[config.mk]
export PLATFORM = sky130hd
export DESIGN_NAME = gpio_bank_ctrl
export DESIGN_NICKNAME = d
export VERILOG_FILES = /design/src/rtl/gpio_bank_pkg.sv /design/src/rtl/gpio_in_sync.sv /design/src/rtl/gpio_irq_core.sv /design/src/rtl/gpio_regfile.sv /design/src/rtl/gpio_bank_ctrl.sv
export SDC_FILE = /design/constraint.sdc
export NUM_CORES = 1
export LEC_CHECK = 0
export ABC_AREA = 0
export ABC_CLOCK_PERIOD_IN_PS = 2900
export BUFFER_PORTS_ARGS = -buffer_cell sky130_fd_sc_hd__buf_2
export CAP_MARGIN = 25
export CORE_ASPECT_RATIO = 0.8
export CORE_MARGIN = 3
export CORE_UTILIZATION = 50
export DETAILED_ROUTE_END_ITERATION = 8
export PLACE_DENSITY = 0.7
export SYNTH_ARGS = -nofsm -noshare
export SYNTH_HDL_FRONTEND = slang
export SYNTH_SLANG_ARGS = --single-unit
[constraint.sdc]
create_clock -name clk -period 2.9 [get_ports clk]
set_input_delay 0.29 -clock clk [delete_from_list [all_inputs] [get_ports clk]]
set_output_delay 0.29 -clock clk [all_outputs]
set_load 0.1 [all_outputs]
[src/rtl/gpio_bank_pkg.sv]
package gpio_bank_pkg;
  localparam int unsigned REG_AW = 6;
  localparam int unsigned REG_DW = 32;

  typedef enum logic [REG_AW-1:0] {
    OFS_DIN  = 6'h00,
    OFS_DOUT = 6'h04,
    OFS_OE   = 6'h08,
    OFS_LVL  = 6'h0C,
    OFS_BOTH = 6'h10,
    OFS_POL  = 6'h14,
    OFS_MASK = 6'h18,
    OFS_RAW  = 6'h1C,
    OFS_MSK  = 6'h20,
    OFS_CLR  = 6'h24,
    OFS_PSEL = 6'h34,
    OFS_PEN  = 6'h38
  } reg_ofs_e;

  typedef struct packed {
    logic lvl;   // 1 = level sensing
    logic both;  // 1 = either edge (edge mode only)
    logic pol;   // 1 = rising / high
  } trig_cfg_t;

  // One pin's event for this cycle, from its config and input history.
  function automatic logic trig_event(trig_cfg_t c, logic cur, logic prev);
    if (c.lvl)       return cur == c.pol;
    else if (c.both) return cur ^ prev;
    else if (c.pol)  return cur & ~prev;
    else             return ~cur & prev;
  endfunction
endpackage

[src/rtl/gpio_in_sync.sv]
module gpio_in_sync #(
  parameter int unsigned NPINS = 32
) (
  input  logic             clk,
  input  logic             rst_n,
  input  logic [NPINS-1:0] pad_in,
  output logic [NPINS-1:0] cur,
  output logic [NPINS-1:0] prev
);
  logic [NPINS-1:0] stage1;

  always_ff @(posedge clk or negedge rst_n) begin
    if (!rst_n) begin
      stage1 <= '0;
      cur    <= '0;
      prev   <= '0;
    end else begin
      stage1 <= pad_in;
      cur    <= stage1;
      prev   <= cur;
    end
  end
endmodule

[src/rtl/gpio_irq_core.sv]
module gpio_irq_core
  import gpio_bank_pkg::*;
#(
  parameter int unsigned NPINS = 32
) (
  input  logic             clk,
  input  logic             rst_n,
  input  logic [NPINS-1:0] cfg_lvl,
  input  logic [NPINS-1:0] cfg_both,
  input  logic [NPINS-1:0] cfg_pol,
  input  logic [NPINS-1:0] cfg_mask,
  input  logic [NPINS-1:0] cur,
  input  logic [NPINS-1:0] prev,
  input  logic [NPINS-1:0] clr,
  output logic [NPINS-1:0] evt,
  output logic [NPINS-1:0] raw,
  output logic [NPINS-1:0] masked,
  output logic             irq
);
  for (genvar i = 0; i < NPINS; i++) begin : g_pin
    trig_cfg_t cfg;
    assign cfg    = '{lvl: cfg_lvl[i], both: cfg_both[i], pol: cfg_pol[i]};
    assign evt[i] = trig_event(cfg, cur[i], prev[i]);
  end

  assign masked = raw & cfg_mask;

  always_ff @(posedge clk or negedge rst_n) begin
    if (!rst_n) begin
      raw <= '0;
      irq <= 1'b0;
    end else begin
      raw <= (raw & ~clr) | evt;   // event wins over a same-cycle clear
      irq <= |masked;
    end
  end

  // an event always lands in the raw word
  p_event_sets_r4: assert property (@(posedge clk) disable iff (!rst_n)
    1'b1 |=> ((raw & $past(evt)) == $past(evt)));
  // a clear without a competing event empties the bit
  p_clear_empties_r9: assert property (@(posedge clk) disable iff (!rst_n)
    1'b1 |=> ((raw & $past(clr & ~evt)) == '0));
  // no raw bit rises without an event
  p_no_spurious_r4: assert property (@(posedge clk) disable iff (!rst_n)
    1'b1 |=> ((raw & ~$past(raw) & ~$past(evt)) == '0));
  // interrupt line follows masked status with one register
  p_irq_follows_r8: assert property (@(posedge clk) disable iff (!rst_n)
    1'b1 |=> (irq == $past(|masked)));
endmodule

[src/rtl/gpio_regfile.sv]
module gpio_regfile
  import gpio_bank_pkg::*;
#(
  parameter int unsigned NPINS = 32
) (
  input  logic              clk,
  input  logic              rst_n,
  input  logic              we,
  input  logic [REG_AW-1:0] addr,
  input  logic [REG_DW-1:0] wdata,
  output logic [REG_DW-1:0] rdata,
  input  logic [NPINS-1:0]  din,
  input  logic [NPINS-1:0]  raw,
  input  logic [NPINS-1:0]  masked,
  output logic [NPINS-1:0]  dout,
  output logic [NPINS-1:0]  oe,
  output logic [NPINS-1:0]  lvl,
  output logic [NPINS-1:0]  both,
  output logic [NPINS-1:0]  pol,
  output logic [NPINS-1:0]  mask,
  output logic [NPINS-1:0]  psel,
  output logic [NPINS-1:0]  pen,
  output logic [NPINS-1:0]  clr
);
  logic [NPINS-1:0] wbits;
  assign wbits = NPINS'(wdata);

  always_ff @(posedge clk or negedge rst_n) begin
    if (!rst_n) begin
      dout <= '0; oe <= '0; lvl <= '0; both <= '0;
      pol  <= '0; mask <= '0; psel <= '0; pen <= '0;
    end else if (we) begin
      case (addr)
        OFS_DOUT: dout <= wbits;
        OFS_OE:   oe   <= wbits;
        OFS_LVL:  lvl  <= wbits;
        OFS_BOTH: both <= wbits;
        OFS_POL:  pol  <= wbits;
        OFS_MASK: mask <= wbits;
        OFS_PSEL: psel <= wbits;
        OFS_PEN:  pen  <= wbits;
        default: ;
      endcase
    end
  end

  assign clr = (we && addr == OFS_CLR) ? wbits : '0;

  always_comb begin
    case (addr)
      OFS_DIN:  rdata = REG_DW'(din);
      OFS_DOUT: rdata = REG_DW'(dout);
      OFS_OE:   rdata = REG_DW'(oe);
      OFS_LVL:  rdata = REG_DW'(lvl);
      OFS_BOTH: rdata = REG_DW'(both);
      OFS_POL:  rdata = REG_DW'(pol);
      OFS_MASK: rdata = REG_DW'(mask);
      OFS_RAW:  rdata = REG_DW'(raw);
      OFS_MSK:  rdata = REG_DW'(masked);
      OFS_PSEL: rdata = REG_DW'(psel);
      OFS_PEN:  rdata = REG_DW'(pen);
      default:  rdata = '0;
    endcase
  end

  // writes to read-only offsets leave the writable state alone
  p_ro_ignored_r11: assert property (@(posedge clk) disable iff (!rst_n)
    (we && (addr == OFS_DIN || addr == OFS_RAW || addr == OFS_MSK))
      |=> ($stable(dout) && $stable(oe) && $stable(mask) && $stable(pen)));
endmodule

[src/rtl/gpio_bank_ctrl.sv]
module gpio_bank_ctrl
  import gpio_bank_pkg::*;
#(
  parameter int unsigned NPINS = 32
) (
  input  logic              clk,
  input  logic              rst_n,
  input  logic              reg_we,
  input  logic [REG_AW-1:0] reg_addr,
  input  logic [REG_DW-1:0] reg_wdata,
  output logic [REG_DW-1:0] reg_rdata,
  input  logic [NPINS-1:0]  pad_in,
  output logic [NPINS-1:0]  pad_out,
  output logic [NPINS-1:0]  pad_oe,
  output logic [NPINS-1:0]  pull_en,
  output logic [NPINS-1:0]  pull_up,
  output logic              irq
);
  logic [NPINS-1:0] cur, prev, evt, raw, masked, clr;
  logic [NPINS-1:0] lvl, both, pol, mask;

  gpio_in_sync #(.NPINS(NPINS)) u_sync (
    .clk(clk), .rst_n(rst_n), .pad_in(pad_in), .cur(cur), .prev(prev)
  );

  gpio_regfile #(.NPINS(NPINS)) u_regs (
    .clk(clk), .rst_n(rst_n), .we(reg_we), .addr(reg_addr),
    .wdata(reg_wdata), .rdata(reg_rdata), .din(cur), .raw(raw),
    .masked(masked), .dout(pad_out), .oe(pad_oe), .lvl(lvl),
    .both(both), .pol(pol), .mask(mask), .psel(pull_up), .pen(pull_en),
    .clr(clr)
  );

  gpio_irq_core #(.NPINS(NPINS)) u_irq (
    .clk(clk), .rst_n(rst_n), .cfg_lvl(lvl), .cfg_both(both),
    .cfg_pol(pol), .cfg_mask(mask), .cur(cur), .prev(prev), .clr(clr),
    .evt(evt), .raw(raw), .masked(masked), .irq(irq)
  );
endmodule

==> results of run 1 <==
-- area by class of cell --
cell class              count  area (um2)
well taps                 480         601
inverters                  73         274
fillers                  2791       13500
clock buffers              53        1110
multi-input cells         848        8230
clock inverters            16         200
repair buffers            324        2580
flip-flops and latches    385        9640
-- cells by family after synthesis --
family	after synthesis
multiplexers	318
AO/OA/AOI/OAI	248
XOR/XNOR	32
buffers and inverters	147
flip-flops	385
adder cells (fa/ha/maj)	64
AND/OR/NAND/NOR	186
-- layer usage --
layer / wire [um] / GRT usage / up-vias / part of all wire
met5: 13 / 0 / - / 0.00024
met4: 1260 / 0.0748 / 2 / 0.023
met3: 3960 / 0.0501 / 83 / 0.073
met2: 25300 / 0.433 / 537 / 0.46
met1: 23900 / 0.395 / 6843 / 0.44
li1: - / - / 5732 / -
-- repair_timing --
item / in CTS / in global routing
endpoints found under the hold margin: 109 / 0
gates resized for setup: 0 / 0
endpoints found under the setup margin: 0 / 0
hold buffers: 33 / 0
-- per-stage QoR --
stage / utilization / instances / cell area [um2]
5_1_grt: 0.626 / 2179 / 22600
3_5_place_dp: 0.581 / 2077 / 21000
6_report: 0.626 / 2179 / 22600
2_1_floorplan: - / 1380 / 18500
3_3_place_gp: 0.581 / 2077 / 21000
4_1_cts: 0.626 / 2179 / 22600
-- how the worst max path moves through the flow --
stage,start,endpoint
floorplan,reg_addr[5],reg_rdata[14]
global placement,reg_addr[5],reg_rdata[28]
detailed placement,reg_addr[5],reg_rdata[28]
CTS,reg_addr[5],reg_rdata[28]
global route,reg_addr[5],reg_rdata[1]
finish,reg_addr[5],reg_rdata[28]
-- placed cells by master (no fill, tap or decap), types with 20 or more instances in the layout --
| cell type | count |
|---|---|
| buf_4 | 48 |
| o21ai_0 | 26 |
| buf_12 | 44 |
| ha_1 | 64 |
| mux2i_1 | 36 |
| nor2b_1 | 32 |
| mux4_2 | 25 |
| mux2_4 | 80 |
| xnor2_1 | 32 |
| a221o_1 | 32 |
| dfrtp_1 | 383 |
| dlygate4sd3_1 | 33 |
| a211oi_1 | 67 |
| a21oi_1 | 20 |
| a22oi_1 | 48 |
| clkbuf_16 | 39 |
| nand2_1 | 52 |
| inv_1 | 73 |
| mux2_2 | 166 |
| buf_2 | 198 |
-- sequential cells by signal, summed over array words and instances, names as in the netlist --
name,flops
u_irq.raw,32
u_regs.dout,32
u_regs.both,32
u_regs.mask,32
u_irq.irq,1
u_sync.cur,32
u_regs.lvl,32
u_regs.pen,32
u_sync.prev,32
u_regs.oe,32
u_regs.pol,32
u_sync.stage1,32
u_regs.psel,32
-- where the power goes --
part	total, mW	internal, mW	switching (mW)
Clock	5.22	3.05	2.17
Sequential	6.54	5.92	0.616
Combinational	3.86	1.12	2.74
-- worst max-delay path, delay by kind of cell --
| family | cells | cell delay, ns |
|---|---|---|
| buf+inv | 3 | 0.64 |
| compound gates | 1 | 0.08 |
| simple gates | 3 | 1.31 |
==> metrics.md, run 1 <==
| Metric | Value |
|---|---|
| Largest cells by area after synthesis | `dfrtp_1 (52%), mux2_2 (10%), mux2_4 (6.5%), ha_1 (4.3%), mux4_2 (3.0%)` |
| ANT nets after route | `0` |
| Final Skew | `0.0135 ns` |
| Syn_nets | `1517` |
| Power Total | `15.6 mW` |
| Initial antenna violation count | `1` |
| RSZ-0062 raised after global routing | `no` |
| Post-Synth Simple-Gate Area | `0.0592` |
| Layout area overhead | `22.5%` |
| First-pass GRT wire length | `83.2 mm` |
| Post-CTS setup buffers | `0` |
| Fmax | `381 MHz` |
| Main flop type after synthesis | `dfrtp_1` |
| CTS Sinks | `385` |
| Reg2reg end | `u_irq.irq$_DFF_PN0_` |
| Hpwl dp | `37.6 mm` |
| Port bufs | `233` |
| DP Worst Slack | `0.279 ns` |
| Pre-antenna DRT Iters | `6` |
| Worst hold path type | `in -> reg` |
| Grt total ovfl | `0` |
| FF+latch count, synth | `385` |
| IO Pins | `234` |
| Die area | `39300 um2` |
| Synth warn | `0` |
| Post-synth top area share | `0.522` |
| CTS Buf Count | `39` |
| Adder-cell share of the synthesized area | `0.0434` |
| Final worst path period share | `0.906` |
| Die Span X | `221 um` |
| TNS Setup | `0 ns` |
| Layout cell share with drive strength beyond 1 | `0.382` |
| First DRT Iteration DRCs | `1172` |
| CTS tree | `done` |
| Row Count | `62` |
| CP Cell Sequence | `buf_2, or4b_4, nor2_4, buf_4, a22oi_1, nand4_1, buf_12` |
| Synth Cell Area | `18500 um2` |
| Post-synthesis average cell area | `13.4 um2` |
| DRC Markers | `0` |
| Crit path max fanout | `14` |
| Worst reg2reg startpoint | `u_regs.mask[25]$_DFFE_PN0P_` |
| WL final | `54.5 mm` |
| Worst Setup End Kind | `output port` |
| Mux cell area share after synthesis | `0.223` |
| All-layer global routing usage | `0.275` |
| Clk slew on worst S/H paths | `0.06 ns` |
| Core Area | `36100 um2` |
| Hold WS | `0.111 ns` |
| Top cell type by total area after synthesis | `dfrtp_1` |
| Final hold viol count | `0` |
| Hold EP | `u_regs.pol[27]$_DFFE_PN0P_` |
| Power Dens Cells | `690 nW/um2` |
| Sequential-to-total area share from yosys stat | `0.522` |
| Worst EP required | `2.61 ns` |
| WP data arrival | `2.34 ns` |
| Hold Path Stages | `2` |
| Cell depth of the worst flop-to-flop path | `4` |
| Run status | `finished clean` |
| Main combinational cell family by area after synthesis | `multiplexers` |
| Most common cell in the netlist | `dfrtp_1` |
| Post-synthesis cell count | `1380` |
| CP startpoint kind | `input pin` |
| Antenna fix cells | `0` |
| Starting Density | `0.511` |
| Routed wire per std cell | `25.0 um` |
| Share of flip-flops with an asynchronous set or reset | `1.00` |
| DR vias | `13.2k` |
| Reg2Reg Setup Slack | `1.01 ns` |
| H-tree depth | `2` |
| Max_cap viols | `0` |
| Worst-skew pair later-pin latency | `0.55 ns` |
| Synth cell count leaders | `dfrtp_1 (385), mux2_2 (166), mux2_4 (80), inv_1 (73), a211oi_1 (67)` |
| Critical Path Slowest Stage Cell | `or4b_4` |
| Rel. slew slack | `0.512` |
| Complex-gate fraction of the synthesized area | `0.102` |
| Vias in the first global route | `13.4k` |
| DIE HEIGHT | `178 um` |
| Tmin final | `2.63 ns` |
| Pins Over Slew Limit | `0` |
| Max IR drop VDD | `0.584 mV` |
| Setup-failing EPs final | `0` |
| Worst hold start | `reg_wdata[27]` |
| Post-synth EDFFs | `0` |
| CP Class | `in -> out` |
| Root buffer cell | `clkbuf_16` |
| Layout Nets | `1808` |
| Slew @ Worst Pin | `0.731 ns` |
| Lkg Pwr | `11.0 nW` |
| CP max stage delay | `0.76 ns` |
| Via-to-Cell Ratio | `6.06` |
| Setup ws final | `0.273 ns` |
| Post-Synth XOR/XNOR Area | `0.0152` |
| CTS Buffer Depth | `3` |
| Pin count of the biggest net entering global routing | `87` |
| GP Congestion | `0.875` |
| Distinct cell type count of the synthesized netlist | `53` |
(Power assumes the default switching activity.)
==> inputs of run 2 (changes only) <==
Settings changed: GPL_TIMING_DRIVEN from default to 0, PLACE_DENSITY 0.7 to 0.66.
==> run 2 against run 1 <==
Effect of this change: the flow now finishes with violations (negative setup slack); combinational power is 1% lower; clock skew about the same; via count increased by 3.4%; cell count increased by 0.92%; global-route usage rose by 3.1 points; total power is 1.4% lower; sequential cell count unchanged; setup slack worse by 0.30 ns; sequential share of layout area is 1.0 points higher; die area unchanged; largest cell class unchanged; highest routed layer is now met4.
==> metrics.md, run 2 (synthesis gave the netlist of run 1 again) <==
| Metric | Value |
|---|---|
| Fin cells | `2199` |
| Grt total ovfl | `0` |
| WL final | `60.5 mm` |
| Layout cell share with drive strength beyond 1 | `0.373` |
| H-tree depth | `2` |
| Hpwl dp | `41.5 mm` |
| Routed wire per std cell | `27.5 um` |
| CP max stage delay | `0.46 ns` |
| Violated checks | `negative setup slack` |
| Register Area | `9640 um2` |
| Lkg Pwr | `10.9 nW` |
| First-pass GRT wire length | `89.2 mm` |
| Slew @ Worst Pin | `1.04 ns` |
| DRC Markers | `0` |
| Layout Nets | `1828` |
| ANT nets after route | `0` |
| First DRT Iteration DRCs | `1512` |
| Tmin final | `2.93 ns` |
| Fmax | `341 MHz` |
| Worst-skew pair later-pin latency | `0.54 ns` |
| Clk slew on worst S/H paths | `0.06 ns` |
| Vias in the first global route | `13.4k` |
| DIE HEIGHT | `178 um` |
| CTS Buffer Depth | `3` |
| Pin count of the biggest net entering global routing | `104` |
| CTS tree | `done` |
| Initial antenna violation count | `0` |
| Core Area | `36100 um2` |
| Layout area overhead | `19.6%` |
| DP Worst Slack | `-0.861 ns` |
| Starting Density | `0.511` |
| IO Pins | `234` |
| Area occupied by multi-input gates | `8200 um2` |
| Top cell by count, worst path | `buf_2` |
| Fill cells | `2933` |
| Setup ws final | `-0.0292 ns` |
| Die Span X | `221 um` |
| All-layer global routing usage | `0.305` |
| CP Class | `in -> out` |
| Setup-failing EPs final | `4` |
| CTS Sinks | `385` |
| RSZ-0062 raised after global routing | `no` |
| Pins Over Slew Limit | `0` |
| Max IR drop VDD | `0.502 mV` |
| Commonest non-fill, non-tap cells in the layout | `dfrtp_1 (383), buf_2 (244), mux2_2 (166)` |
| Most common cell after layout, fill and taps aside | `dfrtp_1` |
| Power Dens Cells | `697 nW/um2` |
| CP startpoint kind | `input pin` |
| Hold WS | `0.104 ns` |
| GP Congestion | `0.948` |
| Root buffer cell | `clkbuf_16` |
| Worst hold path type | `in -> reg` |
| Worst EP required | `2.61 ns` |
| Via-to-Cell Ratio | `6.20` |
| Max_cap viols | `0` |
| DR vias | `13.6k` |
| Post-Place Cells | `2096` |
| Critical Path Slowest Stage Cell | `clkbuf_2` |
| Final worst path period share | `1.01` |
| Pre-antenna DRT Iters | `5` |
| Final Skew | `0.0131 ns` |
| Final hold viol count | `0` |
| Port bufs | `230` |
| WP data arrival | `2.64 ns` |
| Rel. slew slack | `0.305` |
| Post-CTS setup buffers | `0` |
| Crit path max fanout | `10` |
| Row Count | `62` |
| Worst Setup End Kind | `output port` |
| Run status | `complete, but fails checks` |
| Reg2Reg Setup Slack | `0.85 ns` |
| Buf/Inv on CP | `5` |
| Antenna fix cells | `0` |
| Die area | `39300 um2` |
| CP Cell Sequence | `buf_2, nand4bb_1, buf_2, nor2_1, clkbuf_2, buf_4, a221oi_1, nand3_1, buf_2` |
| Top delay family on crit path | `buffers and inverters` |
| CTS Buf Count | `40` |
run 2: timing repair:
item,4_1_cts,5_1_grt
hold buffers,33,0
hold endpoints to repair,133,0
resized for setup,25,16
endpoints found under the setup margin,31,18
run 2: cell type report:
type | instances | area share
Timing Repair Buffer | 269 | 0.0747
Tap cell | 480 | 0.0272
Sequential cell | 385 | 0.436
Multi-Input combinational cell | 848 | 0.371
Clock inverter | 11 | 0.00425
Clock buffer | 59 | 0.0531
Buffer | 74 | 0.0208
Inverter | 73 | 0.0124
run 2: metal layers:
| layer | track usage | wire [um] | vias up |
|---|---|---|---|
| li1 | - | - | 5784 |
| met3 | 0.0703 | 5660 | 160 |
| met4 | 0.115 | 2360 | 0 |
| met5 | 0 | 0 | - |
| met2 | 0.457 | 26200 | 686 |
| met1 | 0.437 | 26200 | 7012 |
run 2: final timing paths:
| kind | startpoint | end | cells past startpoint |
|---|---|---|---|
| max | reg_addr[0] | reg_rdata[5] | 9 |
| max in group asynchronous | rst_n | u_regs.oe[5]$_DFFE_PN0P_ | 4 |
| min reg2reg | u_sync.stage1[16]$_DFF_PN0_ | u_sync.cur[16]$_DFF_PN0_ | 0 |
| min in group asynchronous | rst_n | u_sync.cur[25]$_DFF_PN0_ | 2 |
| min | reg_wdata[29] | u_regs.pol[29]$_DFFE_PN0P_ | 2 |
| max reg2reg | u_regs.mask[25]$_DFFE_PN0P_ | u_irq.irq$_DFF_PN0_ | 4 |
run 2: report_power, final:
group          switching (mW)  total [mW]  internal [mW]
registers               0.619        6.54           5.92
clock network            2.14        5.04           2.90
logic                    2.77        3.82           1.05
run 2: worst register-to-register path: stages (launching register included):
cell and delay, ns:
dfrtp_1 0.48, a22o_1 0.28, a221oi_1 0.31, nand3_1 0.19
or4_1 0.64
run 2: per-stage QoR:
stage          total power [mW]  utilization  setup TNS [ns]  area, um2
5_1_grt                    15.9        0.611               0      22100
3_3_place_gp               10.3        0.561        -2366.52      20300
3_5_place_dp               10.4        0.565          -15.72      20400
2_1_floorplan              9.38            -           -1.19      18500
4_1_cts                    15.5        0.610               0      22100
6_report                   15.4        0.611         -0.0397      22100
